**src/rtl/raster_pkg.sv**
```systemverilog
package raster_pkg;

  // Region an axis counter is in; the order is the scan order within a line or frame
  typedef enum logic [1:0] {
    RG_ACTIVE = 2'd0,
    RG_FRONT  = 2'd1,
    RG_SYNC   = 2'd2,
    RG_TAIL   = 2'd3
  } region_e;

  // Polarity and transmit-clock flags
  typedef struct packed {
    logic hs_hi;
    logic vs_hi;
    logic txc;
  } pol_t;

endpackage

```
**src/rtl/raster_axis.sv**
```systemverilog
module raster_axis
  import raster_pkg::*;
#(
  parameter int CW = 12
) (
  input  logic          clk,
  input  logic          rst,
  input  logic          adv,
  input  logic [CW-1:0] act,
  input  logic [CW-1:0] fp,
  input  logic [CW-1:0] sb,
  input  logic [CW-1:0] sw,
  output logic [CW+1:0] cnt,
  output logic          last,
  output region_e       region
);

  localparam int TW = CW + 2;

  logic [TW-1:0] tot;
  logic [TW-1:0] sync_beg;
  logic [TW-1:0] sync_end;

  // Totals are derived: active + front porch + (sync + back porch) span
  always_comb begin
    tot      = TW'(act) + TW'(fp) + TW'(sb);
    sync_beg = TW'(act) + TW'(fp);
    sync_end = sync_beg + TW'(sw);
  end

  assign last = (cnt + TW'(1)) >= tot;

  // Region decode; a sync wider than the span ends at the wrap
  always_comb begin
    if (cnt < TW'(act))       region = RG_ACTIVE;
    else if (cnt < sync_beg)  region = RG_FRONT;
    else if (cnt < sync_end)  region = RG_SYNC;
    else                      region = RG_TAIL;
  end

  always_ff @(posedge clk) begin
    if (rst)      cnt <= '0;
    else if (adv) cnt <= last ? '0 : cnt + TW'(1);
  end

  // the counter only moves when told to advance
  p_cnt_hold_r1: assert property (@(posedge clk) disable iff (rst)
    !adv |=> $stable(cnt));

  // the counter stays below the derived total
  p_cnt_bound_r1: assert property (@(posedge clk) disable iff (rst)
    (tot != '0) |-> (cnt < tot));

endmodule

```
**src/rtl/raster_shadow.sv**
```systemverilog
module raster_shadow
  import raster_pkg::*;
#(
  parameter int CW = 12
) (
  input  logic            clk,
  input  logic            rst,
  input  logic            load,
  input  logic            swap,
  input  logic [4*CW-1:0] h_in,
  input  logic [4*CW-1:0] v_in,
  input  pol_t            pol_in,
  output logic [4*CW-1:0] h_work,
  output logic [4*CW-1:0] v_work,
  output pol_t            pol_work
);

  logic [4*CW-1:0] h_pend;
  logic [4*CW-1:0] v_pend;
  pol_t            pol_pend;

  always_ff @(posedge clk) begin
    if (rst) begin
      h_pend   <= h_in;
      v_pend   <= v_in;
      pol_pend <= pol_in;
      h_work   <= h_in;
      v_work   <= v_in;
      pol_work <= pol_in;
    end else begin
      if (swap) begin
        h_work   <= h_pend;
        v_work   <= v_pend;
        pol_work <= pol_pend;
      end
      if (load) begin
        h_pend   <= h_in;
        v_pend   <= v_in;
        pol_pend <= pol_in;
      end
    end
  end

  // the working set changes only at a frame wrap
  p_work_hold_r6: assert property (@(posedge clk) disable iff (rst)
    !swap |=> ($stable(h_work) && $stable(v_work) && $stable(pol_work)));

endmodule

```
**src/rtl/raster_outreg.sv**
```systemverilog
module raster_outreg
  import raster_pkg::*;
#(
  parameter int CW = 12
) (
  input  logic          clk,
  input  logic          rst,
  input  pol_t          rst_pol,
  input  pol_t          pol,
  input  region_e       h_reg,
  input  region_e       v_reg,
  input  logic [CW-1:0] hc,
  input  logic [CW-1:0] vc,
  output logic          hsync,
  output logic          vsync,
  output logic          de,
  output logic [CW-1:0] px,
  output logic [CW-1:0] py,
  output logic          txc
);

  logic in_act;
  assign in_act = (h_reg == RG_ACTIVE) && (v_reg == RG_ACTIVE);

  always_ff @(posedge clk) begin
    if (rst) begin
      hsync <= ~rst_pol.hs_hi;
      vsync <= ~rst_pol.vs_hi;
      de    <= 1'b0;
      px    <= '0;
      py    <= '0;
      txc   <= rst_pol.txc;
    end else begin
      hsync <= (h_reg == RG_SYNC) ? pol.hs_hi : ~pol.hs_hi;
      vsync <= (v_reg == RG_SYNC) ? pol.vs_hi : ~pol.vs_hi;
      de    <= in_act;
      px    <= in_act ? hc : '0;
      py    <= in_act ? vc : '0;
      txc   <= pol.txc;
    end
  end

  // data enable always starts at column zero
  p_de_start_r2: assert property (@(posedge clk) disable iff (rst)
    $rose(de) |-> (px == '0));

endmodule

```
**src/rtl/raster_timing_gen.sv**
```systemverilog
module raster_timing_gen
  import raster_pkg::*;
#(
  parameter int CW = 12
) (
  input  logic          clk,
  input  logic          rst,
  input  logic          cfg_load,
  input  logic [CW-1:0] act_w,
  input  logic [CW-1:0] act_h,
  input  logic [CW-1:0] fp_x,
  input  logic [CW-1:0] fp_y,
  input  logic [CW-1:0] sb_x,
  input  logic [CW-1:0] sb_y,
  input  logic [CW-1:0] sw_x,
  input  logic [CW-1:0] sw_y,
  input  logic          hs_pol,
  input  logic          vs_pol,
  input  logic          txc_pol,
  output logic          hsync,
  output logic          vsync,
  output logic          de,
  output logic [CW-1:0] pix_x,
  output logic [CW-1:0] pix_y,
  output logic          txc_pol_o
);

  localparam int TW = CW + 2;
  localparam int FW = 4 * CW;

  pol_t            pol_in;
  pol_t            pol_work;
  logic [FW-1:0]   h_work;
  logic [FW-1:0]   v_work;
  logic            h_last;
  logic            v_last;
  logic            frame_wrap;
  logic [TW-1:0]   h_cnt;
  logic [TW-1:0]   v_cnt;
  region_e         h_reg;
  region_e         v_reg;

  assign pol_in     = '{hs_hi: hs_pol, vs_hi: vs_pol, txc: txc_pol};
  assign frame_wrap = h_last && v_last;

  raster_shadow #(.CW(CW)) u_shadow (
    .clk      (clk),
    .rst      (rst),
    .load     (cfg_load),
    .swap     (frame_wrap),
    .h_in     ({act_w, fp_x, sb_x, sw_x}),
    .v_in     ({act_h, fp_y, sb_y, sw_y}),
    .pol_in   (pol_in),
    .h_work   (h_work),
    .v_work   (v_work),
    .pol_work (pol_work)
  );

  raster_axis #(.CW(CW)) u_haxis (
    .clk    (clk),
    .rst    (rst),
    .adv    (1'b1),
    .act    (h_work[4*CW-1:3*CW]),
    .fp     (h_work[3*CW-1:2*CW]),
    .sb     (h_work[2*CW-1:CW]),
    .sw     (h_work[CW-1:0]),
    .cnt    (h_cnt),
    .last   (h_last),
    .region (h_reg)
  );

  raster_axis #(.CW(CW)) u_vaxis (
    .clk    (clk),
    .rst    (rst),
    .adv    (h_last),
    .act    (v_work[4*CW-1:3*CW]),
    .fp     (v_work[3*CW-1:2*CW]),
    .sb     (v_work[2*CW-1:CW]),
    .sw     (v_work[CW-1:0]),
    .cnt    (v_cnt),
    .last   (v_last),
    .region (v_reg)
  );

  raster_outreg #(.CW(CW)) u_out (
    .clk     (clk),
    .rst     (rst),
    .rst_pol (pol_in),
    .pol     (pol_work),
    .h_reg   (h_reg),
    .v_reg   (v_reg),
    .hc      (h_cnt[CW-1:0]),
    .vc      (v_cnt[CW-1:0]),
    .hsync   (hsync),
    .vsync   (vsync),
    .de      (de),
    .px      (pix_x),
    .py      (pix_y),
    .txc     (txc_pol_o)
  );

endmodule

```
**config.mk**
```make
export PLATFORM = sky130hd
export DESIGN_NAME = raster_timing_gen
export DESIGN_NICKNAME = d
export VERILOG_FILES = /design/src/rtl/raster_pkg.sv /design/src/rtl/raster_axis.sv /design/src/rtl/raster_shadow.sv /design/src/rtl/raster_outreg.sv /design/src/rtl/raster_timing_gen.sv
export SDC_FILE = /design/constraint.sdc
export NUM_CORES = 1
export LEC_CHECK = 0
export BUFFER_PORTS_ARGS = -buffer_cell sky130_fd_sc_hd__buf_4
export CAP_MARGIN = 20
export CORE_MARGIN = 5
export CORE_UTILIZATION = 55
export DETAILED_ROUTE_END_ITERATION = 10
export GPL_TIMING_DRIVEN = 0
export PLACE_DENSITY = 0.81
export SLEW_MARGIN = 15
export SYNTH_ARGS = -nofsm -noshare
export SYNTH_HDL_FRONTEND = slang
export SYNTH_SLANG_ARGS = --single-unit
```
**constraint.sdc**
```tcl
create_clock -name clk -period 12.75 [get_ports clk]
set_input_delay 2.55 -clock clk [delete_from_list [all_inputs] [get_ports clk]]
set_output_delay 2.55 -clock clk [all_outputs]
set_load 0.005 [all_outputs]
```
==> impl_metrics.py <==
metrics = {
    "die": {
        "design.core.area_um2": 26130,
        "initial_core_util_pct": 56.12,
        "io_pins": 130,
        "die_area_um2": 30030,
        "rows": 59,
        "die_h_um": 173.3,
        "die_w_um": 173.3,
    },
    "timing": {
        "rsz0062_at_grt": "no",
        "timing.hold.ws_ns": 0.5127,
        "slew_viol_final": 0,
        "slew_headroom_pct": 37.02,
        "finalCritPeriodShare_pct": 52.31,
        "hold_violations": 0,
        "fin_crit_ns": 6.669,
        "worst_slack_ns": 6.081,
        "fin_skew_ns": 0.01810,
        "fmax_mhz": 149.9,
        "setup_viol": 0,
        "tns_ns": 0,
        "tightest_slew_ns": 0.9367,
    },
    "worst_setup_path": {
        "crit_path_start_kind": "flop",
        "crit_arrival_ns": 6.89,
        "rr_worst_depth": 27,
        "crit_fanout": 27,
        "crit_type": "flop to flop",
        "end_kind": "flop",
        "reg2reg_from": "u_shadow.h_work[36]",
        "r2r_setup_slack_ns": 6.08,
        "rr_endpoint": "u_shadow.v_work[0]",
        "cp.required_ns": 12.97,
    },
    "yosys": {
        "yosys.area_share.simple_pct": 9.206,
        "synthArstFlopShare_pct": 0,
        "synth.distinct_cells": 67,
        "synth_top_family_by_area": "adder cells",
        "syn_inst": 1208,
        "synth_edf_count": 198,
        "yosysSeqAreaShare_pct": 48.19,
        "synthFlopType": "edfxtp_1",
        "synthXorXnorAreaFrac_pct": 5.435,
        "synth_nets": 1492,
        "synthAdderAreaFrac_pct": 15.83,
        "synth_mux_area_share_pct": 7.670,
        "synth_area_per_cell_um2": 12.14,
        "synthesis.area_um2": 14670,
        "ys.warnings.count": 0,
        "synth-seq-cells": 254,
        "synth-compound-area-share_pct": 11.12,
    },
    "global_route": {
        "grt-ovfl-total": 0,
        "antenna_found_initial": 0,
        "grt_pass1_wl_mm": 51.54,
        "grt_usage_pct": 20.98,
        "first_global_vias": 10067,
        "grt_max_degree": 38,
    },
    "worst_hold_path": {
        "hold-path-endpoint": "u_out.txc",
        "whs_path_depth": 2,
        "min_path_type": "flop to flop",
        "hold_start": "u_shadow.pol_work[0]",
    },
    "cells_and_area": {
        "finalInstanceArea_um2": 17000,
        "utilization_pct": 65.03,
        "fin_cells": 1721,
        "area_growth_pct": 15.89,
        "antenna_cells": 0,
        "num-fill-cells": 1988,
        "drive_gt1_share_pct": 21.57,
        "nets": 1653,
    },
    "placement": {
        "post-dp-hpwl_mm": 24.85,
        "place.gp.congestion": 0.8721,
        "place_inst": 1677,
        "place_area_um2": 16160,
        "port_buffers": 129,
        "preCtsSetupSlack_ns": 6.097,
    },
    "clock_network": {
        "htreeDepth": 1,
        "cts.reportedPaths.clkPinSlew_ns": 0.06,
        "post_cts_buffers": 0,
        "root_buffer": "clkbuf_16",
        "cts-resized-gates": 0,
        "cts_hold_buf": 0,
        "tritoncts": "yes",
        "clock_latency_ns": 0.53,
        "cts_buffers": 25,
        "clock_path_buffers": 3,
        "clkSinkCount": 254,
    },
    "run": {
        "cap_violations": 0,
    },
    "status": {
        "status": "completed",
    },
    "power_and_ir_drop": {
        "powerDensity_nw_per_um2": 136.0,
        "ir_worst_vdd_mv": 0.1789,
        "total_power_mw": 2.312,
        "leakage_nw": 7.342,
    },
    "detailed_routing": {
        "ant_nets": 0,
        "viasPerCell": 5.771,
        "first_pass_iters": 5,
        "drc_errors": 0,
        "wl_per_cell_um": 18.77,
        "drt-total-wl_mm": 32.30,
        "drtIter0Drc": 632,
        "vias": 9932,
    },
}
==> cell usage in the layout, fill, tap and decap left out, drive strengths merged, types with 4 or more instances in the layout <==
cell type and n:
o21ai 31, clkbuf 49, clkinv 7, nor2b 11
nand2b 15, inv 70, a311oi 6, ha 176
and2 45, o31ai 5, a221oi 5, buf 143
or2 7, o21bai 13, nor3 15, a21o 36
a21oi 54, xnor2 48, dfxtp 56, xor2 43
nand2 50, a2111oi 4, a221o 5, a211o 7
o211ai 4, fa 6, and3 15, o21a 10
nand4 16, a31oi 9, nor2 51, edfxtp 198
nand3 20, a211oi 9, mux2 99, a31o 6
or3 5
==> kinds of logic after synthesis <==
logic type / after synthesis
XOR/XNOR: 91
buffers and inverters: 94
AO/OA/AOI/OAI: 229
flip-flops: 254
multiplexers: 100
adder cells (fa/ha/maj): 182
AND/OR/NAND/NOR: 258
==> worst max path at each step <==
| stage | startpoint | end | slack (ns) |
|---|---|---|---|
| 6_report | u_shadow.h_work[36] | u_shadow.v_work[0] | 6.08 |
| 5_1_grt | u_shadow.h_work[24] | u_shadow.v_work[33] | 5.67 |
| 4_1_cts | u_shadow.h_work[36] | u_shadow.v_work[0] | 6.10 |
| 3_5_place_dp | u_shadow.h_work[36] | u_shadow.v_work[32] | 6.10 |
| 3_3_place_gp | u_shadow.h_work[36] | u_shadow.v_work[33] | 1.32 |
| 2_1_floorplan | u_shadow.h_work[25] | u_shadow.h_work[0] | 3.97 |
==> synthesized netlist by cell type, drive strengths merged (3+ instances only) <==
cell     count  area [µm²]
edfxtp     198        5946
ha         176        2202
mux2        99        1115
inv         69       259.0
dfxtp       56        1121
a21oi       54       274.0
nor2        51       198.9
nand2       50       187.7
xnor2       48       420.4
and2        45       281.5
xor2        43       376.6
a21o        36       270.3
o21ai       31       155.1
nand3       20       100.1
clkbuf      16       60.06
nand4       16       100.1
and3        15       93.84
nand2b      15       93.84
nor3        15       86.34
o21bai      13       97.59
nor2b       11       68.82
o21a        10       75.07
a211oi       9       72.57
a31oi        9       68.81
buf          9       55.05
a211o        7       61.31
or2          7       43.80
a311oi       6       58.80
a31o         6       52.55
fa           6       120.1
a221o        5       50.05
a221oi       5       43.79
o31ai        5       37.54
or3          5       31.28
a2111oi      4       41.29
o211ai       4       30.03
a311o        3       30.03
nor3b        3       22.52
o2111ai      3       26.28
o22ai        3       18.77
o31a         3       26.28
o41ai        3       41.29
==> power by group <==
part	internal [mW]	total, mW	switching (mW)
logic	0.264	0.588	0.324
registers	0.956	0.976	0.0204
clock network	0.443	0.748	0.304
==> sequential cells by signal (all words and copies together), names as in the netlist <==
name,count
u_shadow.h_pend,48
u_shadow.pol_work,3
u_out.hsync,1
u_out.py,12
u_vaxis.cnt,14
u_out.vsync,1
u_out.txc,1
u_out.de,1
u_haxis.cnt,14
u_shadow.v_work,48
u_shadow.h_work,48
u_shadow.pol_pend,3
u_shadow.v_pend,48
u_out.px,12
==> critical path: stages (launching register included) <==
cell and delay (ns):
edfxtp_1 0.35, ha_1 0.17, inv_1 0.05, fa_1 0.39, inv_1 0.07, a21oi_1 0.05
o21bai_1 0.24, a211oi_1 0.12, o31ai_1 0.46, xor2_1 0.52, ha_1 0.36, or2_2 0.32
a21oi_1 0.25, a21o_1 0.12, o31ai_1 0.07, xor2_1 0.16, ha_1 0.31, nor2b_1 0.12
o21ai_0 0.08, nand2b_1 0.09, a211o_1 0.15, buf_2 0.25, nor2_4 0.10, buf_2 0.23
nor2_4 0.59, buf_12 0.28, buf_12 0.21, buf_12 0.20
==> area by class of cell <==
cell class              instances  area [µm²]  share of cell area [%]
multi-input cells             860        7234                   42.57
flip-flops and latches        254        7067                   41.58
well taps                     335       419.2                   2.466
plain buffers                  25       115.1                  0.6773
clock inverters                11       136.4                  0.8025
inverters                      69       259.0                   1.524
clock buffers                  33       695.7                   4.093
repair buffers                134        1069                   6.287
==> layer usage <==
metal | track usage [%] | vias up | wire (µm)
met3 | 3.468 | 51 | 2338
met5 | 0 | - | 0
met4 | 4.922 | 0 | 609
met1 | 30.81 | 4744 | 15030
li1 | - | 4832 | -
met2 | 32.83 | 305 | 14320
Power figures use the tool's default switching activity.
